<file path="src/rtl/bq_pkg.sv">
package bq_pkg;
  localparam int HI_MOD = 5;
  localparam int HI_W   = $clog2(HI_MOD);
  localparam int Q_W    = HI_W + 1;
  localparam logic [HI_W-1:0] HI_MAX = HI_W'(HI_MOD - 1);
  localparam logic [Q_W-1:0]  Q_NINE = {HI_MAX, 1'b1};

  typedef enum logic [1:0] {
    MODE_SPLIT  = 2'b00,
    MODE_DEC    = 2'b01,
    MODE_BQ     = 2'b10,
    MODE_SPLITX = 2'b11
  } wiring_t;
endpackage

</file>
<file path="src/rtl/bq_edge_sync.sv">
module bq_edge_sync #(
  parameter int STAGES = 2
) (
  input  logic clk,
  input  logic rst_n,
  input  logic din,
  output logic fall
);
  logic [STAGES-1:0] sh;
  logic              prev;

  always_ff @(posedge clk or negedge rst_n) begin
    if (!rst_n) begin
      sh   <= '0;
      prev <= 1'b0;
    end else begin
      sh   <= {sh[STAGES-2:0], din};
      prev <= sh[STAGES-1];
    end
  end

  assign fall = prev & ~sh[STAGES-1];
endmodule

</file>
<file path="src/rtl/bq_lo_cell.sv">
module bq_lo_cell (
  input  logic clk,
  input  logic rst_n,
  input  logic load,
  input  logic load_val,
  input  logic step,
  output logic bit_q
);
  always_ff @(posedge clk or negedge rst_n) begin
    if (!rst_n)    bit_q <= 1'b0;
    else if (load) bit_q <= load_val;
    else if (step) bit_q <= ~bit_q;
  end
endmodule

</file>
<file path="src/rtl/bq_hi_cell.sv">
module bq_hi_cell import bq_pkg::*; (
  input  logic            clk,
  input  logic            rst_n,
  input  logic            load,
  input  logic [HI_W-1:0] load_val,
  input  logic            step,
  output logic [HI_W-1:0] cnt
);
  always_ff @(posedge clk or negedge rst_n) begin
    if (!rst_n)    cnt <= '0;
    else if (load) cnt <= load_val;
    else if (step) cnt <= (cnt == HI_MAX) ? '0 : cnt + 1'b1;
  end
endmodule

</file>
<file path="src/rtl/bq_decade_counter.sv">
module bq_decade_counter import bq_pkg::*; #(
  parameter int SYNC_STAGES = 2
) (
  input  logic           clk,
  input  logic           rst_n,
  input  logic           cnt_a_in,
  input  logic           cnt_b_in,
  input  logic           zero_a,
  input  logic           zero_b,
  input  logic           nine_a,
  input  logic           nine_b,
  input  logic [1:0]     mode_sel,
  output logic [Q_W-1:0] q
);
  wiring_t         wiring;
  logic            fall_a, fall_b;
  logic            force_nine, force_zero, forcing;
  logic            evt_a, evt_b, lo_step, hi_step;
  logic            lo_q;
  logic [HI_W-1:0] hi_q;
  logic [Q_W-1:0]  force_val;

  assign wiring = wiring_t'(mode_sel);

  bq_edge_sync #(.STAGES(SYNC_STAGES)) u_sync_a (
    .clk(clk), .rst_n(rst_n), .din(cnt_a_in), .fall(fall_a));
  bq_edge_sync #(.STAGES(SYNC_STAGES)) u_sync_b (
    .clk(clk), .rst_n(rst_n), .din(cnt_b_in), .fall(fall_b));

  // preset pair outranks the clear pair
  assign force_nine = nine_a & nine_b;
  assign force_zero = zero_a & zero_b & ~force_nine;
  assign forcing    = force_nine | force_zero;
  assign force_val  = force_nine ? Q_NINE : '0;

  // route step pulses by strap; cascades use same-cycle carries
  always_comb begin
    evt_a   = ~forcing & fall_a & (wiring != MODE_BQ);
    evt_b   = ~forcing & fall_b & (wiring != MODE_DEC);
    hi_step = evt_b | ((wiring == MODE_DEC) & evt_a & lo_q);
    lo_step = evt_a | ((wiring == MODE_BQ) & evt_b & (hi_q == HI_MAX));
  end

  bq_lo_cell u_lo (
    .clk(clk), .rst_n(rst_n), .load(forcing), .load_val(force_val[0]),
    .step(lo_step), .bit_q(lo_q));

  bq_hi_cell u_hi (
    .clk(clk), .rst_n(rst_n), .load(forcing), .load_val(force_val[Q_W-1:1]),
    .step(hi_step), .cnt(hi_q));

  assign q = forcing ? force_val : {hi_q, lo_q};
endmodule

</file>
<file path="config.mk">
export PLATFORM = sky130hd
export DESIGN_NAME = bq_decade_counter
export DESIGN_NICKNAME = d
export VERILOG_FILES = /design/src/rtl/bq_pkg.sv /design/src/rtl/bq_edge_sync.sv /design/src/rtl/bq_lo_cell.sv /design/src/rtl/bq_hi_cell.sv /design/src/rtl/bq_decade_counter.sv
export SDC_FILE = /design/constraint.sdc
export NUM_CORES = 1
export LEC_CHECK = 0
export BUFFER_PORTS_ARGS = -buffer_cell sky130_fd_sc_hd__buf_2
export CORE_AREA = 4 4 41 43
export DETAILED_ROUTE_END_ITERATION = 8
export DIE_AREA = 0 0 45 47
export GPL_ROUTABILITY_DRIVEN = 0
export PLACE_DENSITY = 0.69
export SLEW_MARGIN = 20
export SYNTH_ARGS = -nofsm -noshare
export SYNTH_HDL_FRONTEND = slang
export SYNTH_SLANG_ARGS = --single-unit
export TNS_END_PERCENT = 100
</file>
<file path="constraint.sdc">
create_clock -name clk -period 2.1 [get_ports clk]
set_input_delay 0.315 -clock clk [delete_from_list [all_inputs] [get_ports clk]]
set_output_delay 0.315 -clock clk [all_outputs]
set_load 0.05 [all_outputs]
</file>
# Word-level counts from Yosys, hierarchy flattened
# Cells that the tools add are included.
# W data, S select, Z words.
# op_classes
bitwise_logic,21
n_mux,7
n_addsub,1
eq_ne,5
n_reduce_logical,2
# op_table
op,count
$and A1 B1 Y1,13
$mux W3,3
$mux W4,2
$not A1 Y1,5
$reduce_bool A2 Y1,2
$add A3 B1 Y3 const B,1
$eq A3 B3 Y1 const B,1
$or A1 B1 Y1,3
$eq A2 B1 Y1 const B,1
$eq A2 B2 Y1 const B,1
$mux W1,2
$ne A2 B1 Y1 const B,1
$ne A2 B2 Y1 const B,1
# totals
reg_bits,10

# Depth between registers and ports, before layout
# Gate-level depths: netlist of run 1.
# logic_depth
word_depth,12
mapped_depth,6

# Modules after synthesis
# A second synthesis of run 1 with hierarchy kept.
# unflattened
cells_unflattened,50
area_unflattened_um2,520.5
# modules_own_cells
module,area_each_um2,n_inst,cells_each
bq_hi_cell,182.7,1,20
bq_edge_sync,88.8,2,4
bq_decade_counter,117.6,1,18
bq_lo_cell,42.5,1,4

# Least setup slack after synthesis of run 1
# No wires, ideal clock.
# synth_timing
path_type,input port to output port
start,input nine_a
end,output q[1]
stages,3
arrival_ps,1227
path_slack_ps,558
required_ps,1785
n_path_buf,0
cell_sequence,nand2_1 nand2_1 nor2_1
# synth_between
elab_chain_cells,5
# synth_rtl
item,line_no,text
"start, declared",bq_decade_counter.sv:10,"input logic nine_a,"
$and A1 B1 Y1 *,bq_decade_counter.sv:31,assign force_nine = nine_a & nine_b;
$not A1 Y1,bq_decade_counter.sv:32,assign force_zero = zero_a & zero_b & ~force_nine;
$and A1 B1 Y1,bq_decade_counter.sv:32,
$or A1 B1 Y1 *,bq_decade_counter.sv:33,assign forcing = force_nine | force_zero;
$mux W4 *,bq_decade_counter.sv:52,"assign q = forcing ? force_val : {hi_q, lo_q};"
"end, declared",bq_decade_counter.sv:13,output logic [Q_W-1:0] q
# Mark *: on every way between the ends. The rest lies on a longest branch, timed or not.

# Worst setup path after layout of run 1
# layout_timing
start,input nine_a
end,output q[2]
# Same word-level chain as after synthesis.

==> out/results.ini, run 1 <==
[run_status]
status = complete, no violations

[clocking]
clk-insertion-delay-late_ns = 0.25
cts_buffer_depth = 2
h-tree-depth = 1
path_clk_slew_ns = 0.06
numClockSinks = 10
cts_tree = done
cts-resized-gates = 0
post_cts.repair.setup_buffers = 0
hold_buffers = 1
cts_made_buffers = 3
cts_root_buffer = clkbuf_4

[global_route]
grt_pass1_vias = 363
grt_overflow_total = 0
antenna_found_initial = 0
gr-usage-all-layers_pct = 10.3
grt_max_degree = 11
grt_pass1_wl_mm = 1.54

[critical_path]
cp.arrival_ns = 1.10
critical_path_class = input pin to output port
cp_max_fo = 6
cp_slowest_cell = buf_2
start_kind = input pin
worstReg2RegEnd = u_hi.cnt[2]
cpPeakStageDelay_ns = 0.26
r2r_setup_slack_ns = 0.80
worstReg2RegStart = u_hi.cnt[0]
crit_chain = buf_2 -> nand2_1 -> nand2_1 -> nor2_1 -> buf_2
cp-end-kind = output port
worstPathRequired_ns = 1.78
worst-r2r-cell-count = 4

[synthesis]
ys_ff_latch = 10
synthDistinctLibCells = 18
synthesis.nets = 53
synth_cells = 41
ys_warn_count = 0
ys_seq_area_share_pct = 51.7
synth_area_sq_um = 484
syn_avg_cell_area_sq_um = 11.8

[drt]
drt_iter0_markers = 5
highest_layer = met3
drt-met1-wl_um = 358
met3_length_um = 72
avgRoutedWirePerCell_um = 11.5
drt-pass1-iter-count = 2
drc = 0
wl_met2_um = 407
drt-total-wl_um = 838
vias = 349
ant_nets = 0
viasPerCell = 4.78

[floorplan]
die_area_sq_um = 2120
core_sq_um = 1300
io_pins = 14
die_y_um = 47
initial_core_util_pct = 37.2
placementRows = 13
die_x_um = 45

[worst_hold_path]
min_path_type = input pin to register
holdPathStages = 1
hold_end = u_sync_a.sh[0]
min-delay-start = cnt_a_in

[final_layout]
final_common_cell = buf_2
syn_to_final_growth_pct = 24.0
antennaDiodeCount = 0
final_cell_mix = buf_2 (13), dfrtp_1 (10), nand2_1 (7), nor2_1 (4)
n_fill_cell = 125
drive_gt1_share_pct = 36.2
multi_input_area_sq_um = 226
final-seq-area_sq_um = 250
nNetsFinal = 72

[sta]
setup_ws_ns = 0.686
setup_viol = 0
min_period_ns = 1.41
maxSlewHeadroom_pct = 83.4
fin_skew_ns = 0.00184
tns_ns = 0
hold_violations = 0
max_freq_mhz = 707
slew_violations = 0
rsz0062_at_grt = no
worst_slew_pin_slew_ns = 0.251
finalCritPeriodShare_pct = 67.4

[job]
cap_violations = 0

[pwr]
p_per_area_nw_per_um2 = 755
peakVddDrop_uv = 428
power_leakage_nw = 0.292

[placed_design]
dp_hpwl_um = 683
dpl_worst_slack_ns = 0.682
io_buffers = 13

-- worst max path at each step --
| stage | start | end | slack (ns) | cells after the start |
|---|---|---|---|---|
| 2_1_floorplan | nine_a | q[1] | 0.56 | 3 |
| 3_3_place_gp | nine_a | q[2] | 0.70 | 5 |
| 3_5_place_dp | nine_a | q[2] | 0.68 | 5 |
| 4_1_cts | nine_a | q[2] | 0.68 | 5 |
| 5_1_grt | nine_a | q[2] | 0.61 | 5 |
| 6_report | nine_a | q[2] | 0.69 | 5 |
-- registers in the layout, summed over array words and instances (netlist names) --
register       count
u_hi.cnt           3
u_sync_a.sh        2
u_sync_b.sh        2
u_lo.bit_q         1
u_sync_a.prev      1
u_sync_b.prev      1
-- cells by family (layout without fill, tap and decap cells) --
group | Yosys count | in the layout | synth area share, %
compound gates | 6 | 6 | 15.2
fa+ha+maj | 2 | 2 | 5.17
simple gates | 18 | 18 | 20.2
buf+inv | 2 | 19 | 1.55
mux | 3 | 3 | 6.20
flops | 10 | 10 | 51.7
-- where the power goes --
group          total, W  leakage, nW  internal, W  switching (W)
Sequential     0.000222        0.121     0.000209      0.0000139
Clock          0.000121       0.0138    0.0000657      0.0000556
Combinational  0.000110        0.158    0.0000412      0.0000685
Total          0.000453        0.292     0.000315       0.000138
-- metal layers --
metal  vias to the layer above  GRT usage, %
li1                        178             -
met1                       162          12.3
met2                         9          16.1
met3                         0          4.21
met4                         0          5.26
met5                         -             0
-- cell type report --
type | instances | share of cell area (%)
repair buffers | 14 | 12.5
flip-flops and latches | 10 | 41.7
multi-input cells | 29 | 37.7
well taps | 15 | 3.13
inverters | 2 | 1.25
clock buffers | 3 | 3.75
-- cells in the mapped netlist --
cell / count / share of area (%)
o22ai_4: 1 / 4.1
nand2_1: 7 / 5.4
nand3b_2: 1 / 2.3
and2b_1: 1 / 1.6
a21oi_1: 1 / 1.0
mux2i_1: 3 / 6.2
nor2_1: 4 / 3.1
nand2b_1: 2 / 2.6
ha_1: 2 / 5.2
inv_1: 2 / 1.6
and2b_2: 1 / 1.8
o2111a_1: 1 / 2.3
a221oi_2: 1 / 3.1
o211ai_1: 1 / 1.6
nand3b_1: 1 / 1.6
dfrtp_1: 10 / 52
a311oi_2: 1 / 3.1
nand4b_1: 1 / 1.8
-- worst max-delay path, delay by kind of cell --
kind | cells | cell delay (ns)
buffers and inverters | 2 | 0.37
and+or+nand+nor | 3 | 0.41
-- through the flow --
step | hold slack, ns | instances | total power (W) | util [%] | area (sq um)
after CTS | 0.162 | 73 | 0.000459 | 46.2 | 601
final | 0.166 | 73 | 0.000453 | 46.2 | 601
after detailed placement | 0.183 | 69 | 0.000336 | 43.7 | 568
after floorplan | 0.0194 | 41 | 0.000302 | - | 484
after global routing | 0.151 | 73 | 0.000483 | 46.2 | 601
after global placement | 0.182 | 69 | 0.000333 | 43.7 | 568
(Power assumes the default switching activity.)
==> run 2, diff against run 1 <==
==> constraint.sdc (replaced) <==
create_clock -name clk -period 1.5 [get_ports clk]
set_input_delay 0.225 -clock clk [delete_from_list [all_inputs] [get_ports clk]]
set_output_delay 0.225 -clock clk [all_outputs]
set_load 0.05 [all_outputs]
==> run 2 against run 1 <==
  * Final cell count grew 1.4%
  * Power rose by 54%
  * Core utilization grew 1.1 points
  * Combinational power is 40% higher
  * Critical path type is now register to register
==> out/results.ini, run 2 (synthesis gave the netlist of run 1 again) <==
[run_status]
status = complete, no violations

[critical_path]
worstReg2RegEnd = u_lo.bit_q
r2r_setup_slack_ns = 0.18
worst-r2r-cell-count = 6
critical_path_class = register to register
worstPathRequired_ns = 1.67
start_kind = register
crit_end = u_lo.bit_q
crit_path_start = u_hi.cnt[0]
cp-end-kind = register
cp_max_fo = 4
worstReg2RegStart = u_hi.cnt[0]
cp.arrival_ns = 1.49

[drt]
drt-total-wl_um = 862
drt_iter0_markers = 3
drt-pass1-iter-count = 3
ant_nets = 0
vias = 372
drc = 0
avgRoutedWirePerCell_um = 11.6
viasPerCell = 5.03

[final_layout]
drive_gt1_share_pct = 37.3
syn_to_final_growth_pct = 26.9
antennaDiodeCount = 0
max_flop_register = u_hi.cnt
nNetsFinal = 72
n_fill_cell = 132
fin_util_pct = 47.2
largest_reg_flops = 3
postLayoutCellArea_sq_um = 614
final_cell_mix = buf_2 (13), dfrtp_1 (10), nand2_1 (7), nor2_1 (4)
final_common_cell = buf_2
top_regs = u_hi.cnt (3), u_sync_a.sh (2), u_sync_b.sh (2)

[sta]
tns_ns = 0
maxSlewHeadroom_pct = 86.0
hold_violations = 0
fin_skew_ns = 0.00248
slew_violations = 0
setup_viol = 0
rsz0062_at_grt = no
finalCritPeriodShare_pct = 87.9
max_freq_mhz = 759
min_period_ns = 1.32
worst_slew_pin_slew_ns = 0.204

[clocking]
cts_tree = done
cts_root_buffer = clkbuf_4
numClockSinks = 10
clk-insertion-delay-late_ns = 0.26
cts_made_buffers = 3
h-tree-depth = 1
path_clk_slew_ns = 0.07
cts_buffer_depth = 2

[global_route]
grt_max_degree = 11
antenna_found_initial = 0
gr-usage-all-layers_pct = 10.0
grt_pass1_vias = 370
grt_pass1_wl_mm = 1.47
grt_overflow_total = 0

[floorplan]
die_x_um = 45
die_area_sq_um = 2120
die_y_um = 47
core_sq_um = 1300
placementRows = 13
initial_core_util_pct = 37.2
io_pins = 14

[worst_hold_path]
holdPathStages = 1
min_path_type = input pin to register

[pwr]
p_per_area_nw_per_um2 = 1140
p_total_w = 0.000700
peakVddDrop_uv = 760
power_leakage_nw = 0.299

[placed_design]
placed_area_sq_um = 568
io_buffers = 13

[job]
cap_violations = 0

## run 2: changes by cell type in the layout (fill, tap and decap cells not counted)
cell,delta
clkbuf_8,+1
## run 2: routing by layer
metal / track usage, % / vias to the layer above / part of all wire (%) / wire (um)
met1: 11.2 / 172 / 46 / 396
met2: 16.1 / 13 / 44 / 383
met4: 6.43 / 0 / 2.0 / 17
met3: 3.83 / 4 / 7.4 / 64
met5: 0 / - / 0 / 0
li1: - / 183 / - / -
## run 2: worst min-delay path by stage
stage                         from              to  slack [ns]
after floorplan              rst_n     u_hi.cnt[0]       -0.07
after global placement       rst_n  u_sync_b.sh[0]        0.09
after detailed placement     rst_n  u_sync_b.sh[0]        0.09
after CTS                 cnt_b_in  u_sync_b.sh[0]        0.07
after global routing      cnt_a_in  u_sync_a.sh[0]        0.06
final                     cnt_a_in  u_sync_a.sh[0]        0.07
## run 2: repair_timing
| item | CTS | global route |
|---|---|---|
| hold buffers | 1 | 0 |
| hold endpoints to repair | 10 | 0 |
| endpoints found under the setup margin | 0 | 0 |
| setup buffers | 0 | 0 |
| gates resized for setup | 0 | 0 |
## run 2: final cells by class
| class | instances | area, sq um | area share [%] |
|---|---|---|---|
| inverter | 2 | 7.51 | 1.22 |
| clock buffer | 4 | 36.3 | 5.91 |
| sequential | 10 | 250 | 40.7 |
| multi-input combinational | 29 | 226 | 36.9 |
| tap | 15 | 18.8 | 3.05 |
| timing repair buffer | 14 | 75.1 | 12.2 |
## run 2: through the flow
stage               hold slack, ns  std cells  worst slack (ns)
floorplan                  -0.0706         41             0.138
global placement            0.0933         69             0.231
detailed placement          0.0943         69             0.206
CTS                         0.0657         74             0.178
global route                0.0596         74            0.0870
finish                      0.0716         74             0.182
## run 2: critical path, cell delays in order, from the launching register on
cell and delay (ns):
dfrtp_1 0.41, inv_1 0.08, ha_1 0.20, nand4b_1 0.11, mux2i_1 0.21, nand3b_1 0.12
o211ai_1 0.11
## run 2: power by group
group | internal, W | switching, W
sequential | 0.000292 | 0.0000183
combinational | 0.0000579 | 0.0000959
clock | 0.000147 | 0.0000893
total | 0.000497 | 0.000203
==> run 3, diff against run 2 <==
--- a/config.mk
+++ b/config.mk
@@ -6,11 +6,13 @@
 export NUM_CORES = 1
 export LEC_CHECK = 0
 export BUFFER_PORTS_ARGS = -buffer_cell sky130_fd_sc_hd__buf_2
-export CORE_AREA = 4 4 41 43
+export CELL_PAD_IN_SITES_DETAIL_PLACEMENT = 2
+export CELL_PAD_IN_SITES_GLOBAL_PLACEMENT = 2
+export CORE_MARGIN = 4
+export CORE_UTILIZATION = 29
 export DETAILED_ROUTE_END_ITERATION = 8
-export DIE_AREA = 0 0 45 47
 export GPL_ROUTABILITY_DRIVEN = 0
-export PLACE_DENSITY = 0.69
+export PLACE_DENSITY = 0.81
 export SLEW_MARGIN = 20
 export SYNTH_ARGS = -nofsm -noshare
 export SYNTH_HDL_FRONTEND = slang
==> run 3 against run 2 <==
  * Flip-flop and latch count unchanged
  * Sequential power about the same
  * Core utilization down 6.8 points
  * Worst hold slack worse by 0.0038 ns
  * Register-to-register slack about the same
  * Maximum frequency down 0.58%
  * Clock-buffer cell count unchanged
  * Critical path depth unchanged
  * Global-route usage up 1.2 points
  * Worst setup slack worse by 0.0077 ns
  * Combinational power about the same
  * Clock power up 3%
  * Critical path type unchanged
  * Critical endpoint unchanged
  * Largest power group unchanged
==> out/results.ini, run 3 (synthesis gave the netlist of run 1 again) <==
[drt]
drt-total-wl_mm = 1.03
drt-met1-wl_um = 396
wl_met2_um = 561
highest_layer = met3
drt-pass1-iter-count = 2
avgRoutedWirePerCell_um = 13.6
drt_iter0_markers = 3
met3_length_um = 73
viasPerCell = 4.97
drc = 0
vias = 378
ant_nets = 0

[sta]
slew_violations = 0
min_period_ns = 1.33
hold_violations = 0
finalCritPeriodShare_pct = 88.4
worst_slew_pin_slew_ns = 0.227
fin_skew_ns = 0.00725
tns_ns = 0
setup_viol = 0
rsz0062_at_grt = no
max_freq_mhz = 754
maxSlewHeadroom_pct = 84.4

[worst_hold_path]
holdPathStages = 1
min_path_type = input pin to register

[global_route]
gr-usage-all-layers_pct = 11.2
grt_overflow_total = 0
grt_pass1_wl_mm = 2.07
grt_pass1_vias = 461
antenna_found_initial = 0
grt_max_degree = 11

[clocking]
post_cts.repair.setup_buffers = 0
cts-resized-gates = 0
h-tree-depth = 1
cts_buffer_depth = 2
cts_made_buffers = 3
path_clk_slew_ns = 0.07
hold_buffers = 1
numClockSinks = 10
cts_root_buffer = clkbuf_4
clk-insertion-delay-late_ns = 0.27
cts_tree = done

[pwr]
peakVddDrop_uv = 472
p_per_area_nw_per_um2 = 1140
power_leakage_nw = 0.304

[final_layout]
max_flop_register = u_hi.cnt
fin_util_pct = 40.4
antennaDiodeCount = 0
top_regs = u_hi.cnt (3), u_sync_a.sh (2), u_sync_b.sh (2)
nNetsFinal = 73
fin_cells = 76
final_cell_mix = buf_2 (13), dfrtp_1 (10), nand2_1 (7), nor2_1 (4)
largest_reg_flops = 3
syn_to_final_growth_pct = 28.7
drive_gt1_share_pct = 38.3
final_common_cell = buf_2

[placed_design]
dp_hpwl_um = 863
io_buffers = 13
dp.cells = 71

[critical_path]
cp_max_fo = 4
cp.arrival_ns = 1.51
cpPeakStageDelay_ns = 0.41
crit_chain = inv_1 -> ha_1 -> nand4b_1 -> mux2i_1 -> nand3b_1 -> o211ai_1
cp-end-kind = register
start_kind = register
cp_slowest_cell = dfrtp_1
worst-r2r-cell-count = 6
critical_path_class = register to register
worstPathRequired_ns = 1.69

[floorplan]
die_area_sq_um = 2390
initial_core_util_pct = 31.4
core_sq_um = 1540
die_y_um = 48.9
die_x_um = 48.9
io_pins = 14
placementRows = 14

[run_status]
status = complete, no violations

[job]
cap_violations = 0

run 3: cell count changes in the layout (fill, tap and decap cells not counted), sizes merged:
cell  change
buf       +1
run 3: worst max-delay path: cells and delay by family (launching register included):
family | cells | cell delay, ns
multiplexers | 1 | 0.23
adder cells (fa/ha/maj) | 1 | 0.20
AO/OA/AOI/OAI | 1 | 0.10
AND/OR/NAND/NOR | 2 | 0.23
flip-flops | 1 | 0.41
buffers and inverters | 1 | 0.09
run 3: path summary, 6_finish.rpt:
check / from / end / slack (ns)
setup / recovery: u_hi.cnt[0] / u_lo.bit_q / 0.17
hold / removal: cnt_b_in / u_sync_b.sh[0] / 0.07
setup reg to reg: u_hi.cnt[0] / u_lo.bit_q / 0.17
hold reg to reg: u_sync_a.sh[0] / u_sync_a.sh[1] / 0.35
max in group asynchronous: rst_n / u_sync_a.sh[1] / 0.95
min in group asynchronous: rst_n / u_hi.cnt[2] / 0.36
run 3: through the flow:
| step | area, sq um | power [W] | hold WS (ns) | setup WS (ns) |
|---|---|---|---|---|
| floorplan | 484 | 0.000423 | -0.0706 | 0.138 |
| global placement | 577 | 0.000469 | 0.0933 | 0.240 |
| detailed placement | 577 | 0.000475 | 0.0988 | 0.161 |
| CTS | 623 | 0.000723 | 0.0577 | 0.156 |
| global route | 623 | 0.000760 | 0.0620 | 0.00377 |
| finish | 623 | 0.000710 | 0.0678 | 0.174 |
run 3: area by class of cell:
| type | instances | area (sq um) |
|---|---|---|
| clock buffers | 4 | 36.3 |
| fillers | 176 | 918 |
| inverters | 2 | 7.51 |
| multi-input cells | 29 | 226 |
| flip-flops and latches | 10 | 250 |
| well taps | 16 | 20.0 |
| repair buffers | 15 | 82.6 |
run 3: layer usage:
metal	up-vias	GRT usage [%]
li1	182	-
met1	184	11.8
met2	12	19.1
met3	0	6.12
met4	0	2.69
met5	-	0
run 3: report_power, final:
group / switching (W) / leakage (nW) / internal [W]
registers: 0.0000200 / 0.121 / 0.000292
clock network: 0.0000951 / 0.0210 / 0.000147
logic: 0.0000965 / 0.162 / 0.0000593
total: 0.000212 / 0.304 / 0.000498
